[src/rtl/nor_rd_pkg.sv]
package nor_rd_pkg;

    typedef enum logic [1:0] {
        ST_IDLE   = 2'd0,
        ST_ACTIVE = 2'd1,
        ST_GAP    = 2'd2
    } seq_state_e;

    // Memory clock period in system cycles; a zero divide acts as one.
    function automatic int unsigned clk_period(input int unsigned div);
        return ((div == 0) ? 1 : div) + 1;
    endfunction

    // Low part of each memory clock period (comes first in the period).
    function automatic int unsigned clk_low_len(input int unsigned per);
        return per / 2;
    endfunction

    // Edge budget per chip-enable pulse, never below latency + 2.
    function automatic int unsigned pulse_limit(input int unsigned cemax,
                                                input int unsigned lat);
        return (cemax > lat + 2) ? cemax : lat + 2;
    endfunction

endpackage

[src/rtl/nor_rd_phase.sv]
module nor_rd_phase #(
    parameter int PH_W = 5
) (
    input  logic            clk,
    input  logic            rst,
    input  logic            clear,
    input  logic            run,
    input  logic [PH_W-1:0] per,
    input  logic [PH_W-1:0] lo,
    output logic            ph_hi,
    output logic            at_edge,
    output logic            at_last,
    output logic            at_prelo
);
    logic [PH_W-1:0] ph;

    assign at_last  = (ph == per - PH_W'(1));
    assign at_edge  = (ph == lo);
    assign at_prelo = (ph == lo - PH_W'(1));
    assign ph_hi    = (ph >= lo);

    always_ff @(posedge clk) begin
        if (rst || clear) begin
            ph <= '0;
        end else if (run) begin
            ph <= at_last ? '0 : ph + PH_W'(1);
        end
    end

    // phase never leaves one memory period while counting
    p_phase_bound_r2: assert property (@(posedge clk) disable iff (rst)
        run |-> (ph < per));

endmodule

[src/rtl/nor_rd_capture.sv]
module nor_rd_capture #(
    parameter int DATA_W = 16
) (
    input  logic              clk,
    input  logic              rst,
    input  logic              sample,
    input  logic [DATA_W-1:0] mem_data_i,
    output logic [DATA_W-1:0] rd_data_o,
    output logic              rd_valid_o
);
    always_ff @(posedge clk) begin
        if (rst) begin
            rd_data_o  <= '0;
            rd_valid_o <= 1'b0;
        end else begin
            rd_valid_o <= sample;
            if (sample) rd_data_o <= mem_data_i;
        end
    end

    // every word gets a single-cycle strobe
    p_valid_pulse_r5: assert property (@(posedge clk) disable iff (rst)
        rd_valid_o |=> !rd_valid_o);

endmodule

[src/rtl/nor_rd_ctrl.sv]
module nor_rd_ctrl
    import nor_rd_pkg::*;
#(
    parameter int ADDR_W = 16,
    parameter int LEN_W  = 8,
    parameter int DIV_W  = 4,
    parameter int LAT_W  = 4,
    parameter int CEM_W  = 8,
    parameter int PH_W   = DIV_W + 1,
    parameter int EC_W   = ((CEM_W > LAT_W + 1) ? CEM_W : LAT_W + 1) + 1
) (
    input  logic              clk,
    input  logic              rst,
    input  logic              start_i,
    input  logic [ADDR_W-1:0] addr_i,
    input  logic [LEN_W-1:0]  len_i,
    input  logic [DIV_W-1:0]  div_i,
    input  logic [LAT_W-1:0]  lat_i,
    input  logic [CEM_W-1:0]  cemax_i,
    input  logic              ph_hi,
    input  logic              at_edge,
    input  logic              at_last,
    input  logic              at_prelo,
    output logic              ph_clear,
    output logic              ph_run,
    output logic [PH_W-1:0]   per,
    output logic [PH_W-1:0]   lo,
    output logic              sample,
    output logic              mem_clk_o,
    output logic              mem_ce_n_o,
    output logic              mem_adv_n_o,
    output logic [ADDR_W-1:0] mem_addr_o,
    output logic              done_o
);
    typedef struct packed {
        logic [PH_W-1:0]  per;
        logic [PH_W-1:0]  lo;
        logic [LAT_W-1:0] lat;
        logic [EC_W-1:0]  lim;
    } seq_cfg_t;

    seq_state_e        state;
    seq_cfg_t          cfg, cfg_n;
    logic [ADDR_W-1:0] seg_addr, nxt_addr;
    logic [LEN_W-1:0]  rem;
    logic [EC_W-1:0]   edges;
    logic              adv_q, closing, done_q;
    logic              is_active, last_word, limit_hit, leave_active;

    always_comb begin
        cfg_n.per = PH_W'(clk_period(32'(div_i)));
        cfg_n.lo  = PH_W'(clk_low_len(clk_period(32'(div_i))));
        cfg_n.lat = lat_i;
        cfg_n.lim = EC_W'(pulse_limit(32'(cemax_i), 32'(lat_i)));
    end

    assign is_active    = (state == ST_ACTIVE);
    assign sample       = is_active && at_edge && !closing && (edges > EC_W'(cfg.lat));
    assign last_word    = (rem == LEN_W'(1));
    assign limit_hit    = (edges == cfg.lim - EC_W'(1));
    assign leave_active = is_active && closing && at_prelo;

    assign ph_clear = ((state == ST_IDLE) && start_i) || leave_active;
    assign ph_run   = (state != ST_IDLE);
    assign per      = cfg.per;
    assign lo       = cfg.lo;

    assign mem_clk_o   = is_active && ph_hi;
    assign mem_ce_n_o  = !is_active;
    assign mem_adv_n_o = !(is_active && adv_q);
    assign mem_addr_o  = (is_active && adv_q) ? seg_addr : '0;
    assign done_o      = done_q;

    always_ff @(posedge clk) begin
        if (rst) begin
            state    <= ST_IDLE;
            cfg      <= '0;
            seg_addr <= '0;
            nxt_addr <= '0;
            rem      <= '0;
            edges    <= '0;
            adv_q    <= 1'b0;
            closing  <= 1'b0;
            done_q   <= 1'b0;
        end else begin
            done_q <= 1'b0;
            unique case (state)
                ST_IDLE: begin
                    if (start_i) begin
                        state    <= ST_ACTIVE;
                        cfg      <= cfg_n;
                        seg_addr <= addr_i;
                        nxt_addr <= addr_i;
                        rem      <= (len_i == '0) ? LEN_W'(1) : len_i;
                        edges    <= '0;
                        adv_q    <= 1'b1;
                        closing  <= 1'b0;
                    end
                end
                ST_ACTIVE: begin
                    if (at_edge && !closing) edges <= edges + EC_W'(1);
                    if (at_last) adv_q <= 1'b0;
                    if (sample) begin
                        nxt_addr <= nxt_addr + ADDR_W'(1);
                        rem      <= rem - LEN_W'(1);
                        if (last_word || limit_hit) closing <= 1'b1;
                    end
                    if (leave_active) begin
                        closing <= 1'b0;
                        if (rem == '0) begin
                            state  <= ST_IDLE;
                            done_q <= 1'b1;
                        end else begin
                            state <= ST_GAP;
                        end
                    end
                end
                ST_GAP: begin
                    if (at_last) begin
                        state    <= ST_ACTIVE;
                        seg_addr <= nxt_addr;
                        edges    <= '0;
                        adv_q    <= 1'b1;
                    end
                end
                default: state <= ST_IDLE;
            endcase
        end
    end

    // the strobe only appears inside a chip-enable pulse
    p_adv_in_ce_r3: assert property (@(posedge clk) disable iff (rst)
        !mem_adv_n_o |-> !mem_ce_n_o);

    // opening cycle of every pulse has strobe low and no clock
    p_open_quiet_r3: assert property (@(posedge clk) disable iff (rst)
        $fell(mem_ce_n_o) |-> (!mem_clk_o && !mem_adv_n_o));

    // no memory clock outside a chip-enable pulse
    p_clk_off_idle_r8: assert property (@(posedge clk) disable iff (rst)
        mem_ce_n_o |-> !mem_clk_o);

    // done is a single pulse while chip enable is high
    p_done_pulse_r8: assert property (@(posedge clk) disable iff (rst)
        done_o |-> (mem_ce_n_o && !mem_clk_o) ##1 !done_o);

    // edge count inside one pulse stays within the budget
    p_edges_bounded_r6: assert property (@(posedge clk) disable iff (rst)
        is_active |-> (edges <= cfg.lim));

endmodule

[src/rtl/nor_burst_reader.sv]
module nor_burst_reader #(
    parameter int ADDR_W = 16,
    parameter int DATA_W = 16,
    parameter int LEN_W  = 8,
    parameter int DIV_W  = 4,
    parameter int LAT_W  = 4,
    parameter int CEM_W  = 8
) (
    input  logic              clk,
    input  logic              rst,
    input  logic              start_i,
    input  logic [ADDR_W-1:0] addr_i,
    input  logic [LEN_W-1:0]  len_i,
    input  logic [DIV_W-1:0]  div_i,
    input  logic [LAT_W-1:0]  lat_i,
    input  logic [CEM_W-1:0]  cemax_i,
    input  logic [DATA_W-1:0] mem_data_i,
    output logic              mem_clk_o,
    output logic              mem_ce_n_o,
    output logic              mem_adv_n_o,
    output logic [ADDR_W-1:0] mem_addr_o,
    output logic [DATA_W-1:0] rd_data_o,
    output logic              rd_valid_o,
    output logic              done_o
);
    localparam int PH_W = DIV_W + 1;
    localparam int EC_W = ((CEM_W > LAT_W + 1) ? CEM_W : LAT_W + 1) + 1;

    logic            ph_hi, at_edge, at_last, at_prelo;
    logic            ph_clear, ph_run, sample;
    logic [PH_W-1:0] per, lo;

    nor_rd_phase #(.PH_W(PH_W)) u_phase (
        .clk      (clk),
        .rst      (rst),
        .clear    (ph_clear),
        .run      (ph_run),
        .per      (per),
        .lo       (lo),
        .ph_hi    (ph_hi),
        .at_edge  (at_edge),
        .at_last  (at_last),
        .at_prelo (at_prelo)
    );

    nor_rd_ctrl #(
        .ADDR_W (ADDR_W),
        .LEN_W  (LEN_W),
        .DIV_W  (DIV_W),
        .LAT_W  (LAT_W),
        .CEM_W  (CEM_W),
        .PH_W   (PH_W),
        .EC_W   (EC_W)
    ) u_ctrl (
        .clk         (clk),
        .rst         (rst),
        .start_i     (start_i),
        .addr_i      (addr_i),
        .len_i       (len_i),
        .div_i       (div_i),
        .lat_i       (lat_i),
        .cemax_i     (cemax_i),
        .ph_hi       (ph_hi),
        .at_edge     (at_edge),
        .at_last     (at_last),
        .at_prelo    (at_prelo),
        .ph_clear    (ph_clear),
        .ph_run      (ph_run),
        .per         (per),
        .lo          (lo),
        .sample      (sample),
        .mem_clk_o   (mem_clk_o),
        .mem_ce_n_o  (mem_ce_n_o),
        .mem_adv_n_o (mem_adv_n_o),
        .mem_addr_o  (mem_addr_o),
        .done_o      (done_o)
    );

    nor_rd_capture #(.DATA_W(DATA_W)) u_capture (
        .clk        (clk),
        .rst        (rst),
        .sample     (sample),
        .mem_data_i (mem_data_i),
        .rd_data_o  (rd_data_o),
        .rd_valid_o (rd_valid_o)
    );

endmodule

[config.mk]
export PLATFORM = sky130hd
export DESIGN_NAME = nor_burst_reader
export DESIGN_NICKNAME = d
export VERILOG_FILES = /design/src/rtl/nor_rd_pkg.sv /design/src/rtl/nor_rd_phase.sv /design/src/rtl/nor_rd_capture.sv /design/src/rtl/nor_rd_ctrl.sv /design/src/rtl/nor_burst_reader.sv
export SDC_FILE = /design/constraint.sdc
export NUM_CORES = 1
export LEC_CHECK = 0
export BUFFER_PORTS_ARGS = -buffer_cell sky130_fd_sc_hd__buf_2
export CAP_MARGIN = 20
export CELL_PAD_IN_SITES_DETAIL_PLACEMENT = 1
export CELL_PAD_IN_SITES_GLOBAL_PLACEMENT = 1
export CORE_MARGIN = 2
export CORE_UTILIZATION = 40
export CTS_CLUSTER_DIAMETER = 40
export CTS_CLUSTER_SIZE = 40
export DETAILED_ROUTE_END_ITERATION = 8
export MAX_ROUTING_LAYER = met4
export PLACE_DENSITY = 0.83
export SLEW_MARGIN = 20
export SYNTH_ARGS = -nofsm -noshare
export SYNTH_HDL_FRONTEND = slang
export SYNTH_SLANG_ARGS = --single-unit
[constraint.sdc]
create_clock -name clk -period 5.2 [get_ports clk]
set_clock_uncertainty 0.1 [all_clocks]
set_input_delay 0.78 -clock clk [delete_from_list [all_inputs] [get_ports clk]]
set_output_delay 0.78 -clock clk [all_outputs]
set_load 0.02 [all_outputs]
==> results of run 1 <==
[cell type report]
type	instances	share of cell area, %
inverter	22	1.33
clock inverter	2	0.566
tap	176	3.55
multi-input combinational	512	52.0
sequential	93	30.1
timing repair buffer	101	8.40
clock buffer	11	4.08
[final timing paths]
path,to,slack (ps),start,cells after the start
worst max-delay path,mem_ce_n_o,2050,u_ctrl.state[0]$_SDFFE_PP0P_,4
worst min-delay path,u_ctrl.cfg[12]$_SDFFE_PP0P_,360,u_ctrl.cfg[12]$_SDFFE_PP0P_,2
worst max register to register,u_ctrl.rem[5]$_SDFFE_PP0P_,2070,u_ctrl.edges[0]$_SDFFE_PP0P_,7
worst min register to register,u_ctrl.cfg[12]$_SDFFE_PP0P_,360,u_ctrl.cfg[12]$_SDFFE_PP0P_,2
[sequential cells by signal, summed over array words and instances, names as in the netlist]
| signal | flops |
|---|---|
| u_ctrl.state | 2 |
| u_ctrl.adv_q | 1 |
| u_ctrl.per | 5 |
| u_ctrl.closing | 1 |
| u_ctrl.rem | 8 |
| u_ctrl.seg_addr | 16 |
| u_ctrl.nxt_addr | 16 |
| u_phase.ph | 5 |
| u_capture.rd_valid_o | 1 |
| u_ctrl.edges | 9 |
| u_ctrl.cfg | 12 |
| u_ctrl.done_o | 1 |
| u_capture.rd_data_o | 16 |
[metal layers]
metal	global-route usage [%]	wire [µm]	part of all wire (%)
met1	30.3	7460	46
met2	39.5	7760	48
met3	3.74	615	3.8
met4	8.68	244	1.5
met5	-	0	0
[cells in the final DEF (no fill, tap or decap), types with 5 or more instances in the layout]
| master | instances |
|---|---|
| a211oi_1 | 26 |
| a21oi_1 | 71 |
| a31oi_1 | 5 |
| and3_1 | 22 |
| buf_2 | 95 |
| buf_4 | 6 |
| clkbuf_16 | 9 |
| dfxtp_1 | 93 |
| ha_1 | 24 |
| inv_1 | 21 |
| mux2i_1 | 15 |
| nand2_1 | 81 |
| nand2b_1 | 5 |
| nand3_1 | 23 |
| nand4_1 | 15 |
| nor2_1 | 56 |
| nor3_1 | 27 |
| nor4_1 | 5 |
| o21ai_0 | 20 |
| o31ai_1 | 6 |
| o32ai_1 | 6 |
| or2_2 | 5 |
| or3_1 | 6 |
| xnor2_1 | 13 |
| xor2_1 | 14 |
[through the flow]
stage / util [%] / hold slack [ps] / total power [µW] / instance area, µm² / setup slack [ps]
2_1_floorplan: - / 334 / 1040 / 5330 / 2640
3_3_place_gp: 44.8 / 340 / 1120 / 5890 / 1810
3_5_place_dp: 44.8 / 349 / 1140 / 5890 / 1680
4_1_cts: 47.0 / 359 / 1810 / 6170 / 1620
5_1_grt: 47.2 / 384 / 1890 / 6190 / 1860
6_report: 47.2 / 358 / 1800 / 6190 / 2050
[report_power, final]
| part | total, µW | switching, µW | internal [µW] |
|---|---|---|---|
| Combinational | 336 | 206 | 130 |
| Sequential | 799 | 45.8 | 753 |
| Clock | 668 | 278 | 390 |
| Total | 1800 | 530 | 1270 |
[cell families (layout without fill, tap and decap cells)]
group	after synthesis	in the layout	share of synthesized area (%)
and+or+nand+nor	266	266	24.1
buffers and inverters	68	136	5.26
adders and majority gates	24	24	5.63
xor gates and xnor gates	29	29	5.05
DFF	93	93	34.9
AOI/OAI and AO/OA	177	177	21.9
muxes	16	16	3.10
[tightest hold or removal path, stage by stage, from the launching register on]
cell	delay, ps
dfxtp_1	310
nand2_1	50
a21oi_1	50
==> run metrics, run 1 <==
Die ar.=14300 µm²; CP cell instances=nor2b_4 > clkinv_1 > buf_4 > buf_2; # fillers=1656; Post-Syn Area=5330 µm²; Congestion Overflow GR=0; CP delay by family, top=buffers and inverters; Worst Path Buf+Inv=3; Resize count post-CTS=0; clock sink count=93; power per cell area=291 nW/µm²; EDFF count, synth=0; Multi-input gate area=3220 µm²; CP max FO=35; register area share after synthesis=34.9%; most common flop cell mapped by yosys=dfxtp_1; post-synthesis register bit count=93; Seq. cell area=1860 µm²; number of global-route vias before repair=5460; Final period util=60.7%; Worst Hold Class=reg2reg; Tmin final=3150 ps; IO Pins=96; detailed-route wire length per cell=17.5 µm; setup violators final=0; top cell type's share of synthesized area=34.9%; Routed WL=16.1 mm; Distinct cells, synth=64; 1st-iter DRT viols=361; slowest CP cell=nor2b_4; largest net degree at the start of global routing=44; DIE HEIGHT=119 µm; post-route ant nets=0; Avg Synthesized Cell Area=7.92 µm²; hold_buf cts=0; Clock transition at path regs=60 ps; overall routing resource usage=24.1%; Yosys top cell by area=dfxtp_1; Syn Inst Count=673; initial antenna violation count=0; Longest Clk Path Bufs=2; H-tree levels=3; core box area=13100 µm²; count leader, synth=dfxtp_1; Setup Buffers After CTS=0; Clock Root Buffer=clkbuf_16; unrepaired setup endpoints after global routing=no; cell row count=42; fin cells=917; Setup crit end kind=output pin; worst slew pin tran=989 ps; Fmax=0.317 GHz; DR vias/cell=5.74; status=completed; layout cell share with drive strength beyond 1=18.5%; Die Span X=119 µm; slowest stage delay, CP=640 ps; count of final max-slew check failures=0; first-pass GRT wire length=27.0 mm; Synthesis Warnings=0; Slew headroom=33.9%; CTS tree=built; Final TNS setup=0 ps; Critical Path Source Type=flop; Net count, final=822; area grow syn2layout=16.2%; Synthesized Nets=756; Synth async-reset ratio=0%; placed insts=904; DR pass1 iterations=4; RePlAce Congestion=0.815; Initial Util=40.6%; worst skew pair latency=350 ps; Pleak=0.00259 µW; Worst Path Arrival=2270 ps; maximum vdd drop=0.151 mV; max-cap violations=0; WP data required=4320 ps; number of inserted diodes=0; Final HPWL DP=11.5 mm; critical path class=reg2out; Via Count=5264; Port Buffers=95; final-report hold violation count=0; most frequent cells after synthesis=dfxtp_1 (93), nand2_1 (81), a21oi_1 (72); top cells by area, synth=dfxtp_1 (35%), a21oi_1 (6.8%), nand2_1 (5.7%), ha_1 (5.6%), nor2_1 (3.9%); DR DRC count=0; cts bufs inserted=9
No activity file was read; power rests on OpenSTA's default activity.
==> inputs of run 2 (changes only) <==
--- a/config.mk
+++ b/config.mk
@@ -10,12 +10,12 @@
 export CELL_PAD_IN_SITES_DETAIL_PLACEMENT = 1
 export CELL_PAD_IN_SITES_GLOBAL_PLACEMENT = 1
 export CORE_MARGIN = 2
-export CORE_UTILIZATION = 40
+export CORE_UTILIZATION = 37
 export CTS_CLUSTER_DIAMETER = 40
 export CTS_CLUSTER_SIZE = 40
 export DETAILED_ROUTE_END_ITERATION = 8
 export MAX_ROUTING_LAYER = met4
-export PLACE_DENSITY = 0.83
+export PLACE_DENSITY = 0.81
 export SLEW_MARGIN = 20
 export SYNTH_ARGS = -nofsm -noshare
 export SYNTH_HDL_FRONTEND = slang
==> constraint.sdc (replaced) <==
create_clock -name clk -period 2.6 [get_ports clk]
set_clock_uncertainty 0.1 [all_clocks]
set_input_delay 0.39 -clock clk [delete_from_list [all_inputs] [get_ports clk]]
set_output_delay 0.39 -clock clk [all_outputs]
set_load 0.02 [all_outputs]
==> run metrics, run 2 (synthesis gave the netlist of run 1 again) <==
Largest regs=u_capture.rd_data_o (16), u_ctrl.nxt_addr (16), u_ctrl.seg_addr (16); most frequent cells in the layout=buf_2 (95), dfxtp_1 (91), nand2_1 (81), a21oi_1 (71), nor2_1 (56); number of inserted diodes=0; critical path class=reg2reg; slowest stage delay, CP=490 ps; core box area=14000 µm²; 1st-iter DRT viols=243; detailed-route wire length per cell=17.6 µm; slowest CP cell=nor4b_1; CP max FO=5; Critical Path Source Type=flop; # fillers=1774; worst slew pin tran=625 ps; Fmax=0.410 GHz; worst skew pair latency=350 ps; Congestion Overflow GR=0; DIE HEIGHT=124 µm; count of final max-slew check failures=0; Clock transition at path regs=70 ps; Final HPWL DP=12.4 mm; busiest grt layer=met2; overall routing resource usage=23.0%; post-route ant nets=0; Worst Hold Depth=3; GR Util met1=27.2%; final-report hold violation count=0; DR DRC count=0; post-route core utilization=45.7%; Die ar.=15400 µm²; total power=3570 µW; clock sink count=93; grt met2 use=40.2%; Initial Util=38.1%; area grow syn2layout=19.8%; RePlAce Congestion=0.878; H-tree levels=3; Final period util=93.9%; CP cell instances=inv_1 > ha_1 > xnor2_1 > nor4b_1 > o211ai_1 > buf_4 > nor3_1; largest net degree at the start of global routing=39; Slew headroom=58.3%; commonest non-fill, non-tap cell in the layout=buf_2; maximum vdd drop=0.292 mV; Via Count=5395; PnR worst setup slack=158 ps; Pleak=0.00270 µW; Net count, final=846; power per cell area=559 nW/µm²; Worst Hold Class=in2reg; cts bufs inserted=9; pre-CTS WS=-113 ps; CTS tree=built; number of global-route vias before repair=5567; initial antenna violation count=0; Port Buffers=95; unrepaired setup endpoints after global routing=no; IO Pins=96; Worst Path Arrival=2590 ps; max-cap violations=0; status=completed; DR vias/cell=5.69; Die Span X=124 µm; DR pass1 iterations=4; setup violators final=0; worst r2r path cells=7; cell row count=43; Setup crit end kind=flop; Longest Clk Path Bufs=2; WP data required=2750 ps; Tmin final=2440 ps; met3 usage=3.39%; Routed WL=16.7 mm; layout cell share with drive strength beyond 1=21.6%; Clock Root Buffer=clkbuf_16; first-pass GRT wire length=27.3 mm
==> run 2: changes by cell type in the layout (fill, tap and decap cells not counted), moves of 2 or more <==
| cell | change |
|---|---|
| dfxtp_1 | -2 |
| buf_4 | +22 |
| buf_12 | +2 |
| dfxtp_2 | +2 |
==> run 2: critical path: cells and delay by family, from the launching register on <==
kind,cells,cell delay (ps)
AOI/OAI and AO/OA,1,320
xor gates and xnor gates,1,140
adders and majority gates,1,310
buffers and inverters,2,340
DFF,1,390
and+or+nand+nor,2,740
==> run 2: final timing paths <==
kind / start / end / slack, ps
setup reg to reg: u_ctrl.per[2]$_SDFFE_PP0P_ / u_ctrl.done_o$_SDFF_PP0_ / 160
hold reg to reg: u_capture.rd_data_o[10]$_SDFFE_PP0P_ / u_capture.rd_data_o[10]$_SDFFE_PP0P_ / 360
setup / recovery: u_ctrl.per[2]$_SDFFE_PP0P_ / u_ctrl.done_o$_SDFF_PP0_ / 160
hold / removal: mem_data_i[5] / u_capture.rd_data_o[5]$_SDFFE_PP0P_ / 180
==> run 2: timing repair <==
action | CTS | global route
gates resized for setup | 0 | 6
buffers inserted | 0 | 1
setup endpoints to repair | 0 | 54
hold buffers | 0 | 0
==> run 2: cell type report <==
cell class / count / area (µm²) / area share (%)
Multi-Input combinational cell: 512 / 3210 / 50.3
Sequential cell: 93 / 1860 / 29.2
Timing Repair Buffer: 125 / 726 / 11.4
Clock buffer: 11 / 243 / 3.80
Tap cell: 180 / 225 / 3.53
Inverter: 22 / 82.6 / 1.29
Clock inverter: 5 / 35.0 / 0.549
==> run 2: power by group <==
part	internal [µW]	leakage [µW]	switching, µW	total [µW]
Sequential	1510	0.000761	79.9	1590
Clock	677	0.000136	590	1270
Combinational	288	0.00181	428	716
Total	2470	0.00270	1100	3570
==> run 2: stage by stage <==
step / hold slack, ps / setup TNS, ps / instance area [µm²] / cells
2_1_floorplan: 334 / 0 / 5330 / 673
3_3_place_gp: 341 / 0 / 6090 / 931
3_5_place_dp: 351 / -113 / 6090 / 931
4_1_cts: 168 / 0 / 6370 / 947
5_1_grt: 193 / 0 / 6390 / 948
6_report: 175 / 0 / 6390 / 948
==> run 2: layer usage <==
metal  vias up  routed length, µm
li1       2617                  -
met1      2654               7390
met2       111               8460
met3        13                676
met4         0                175
met5         -                  0
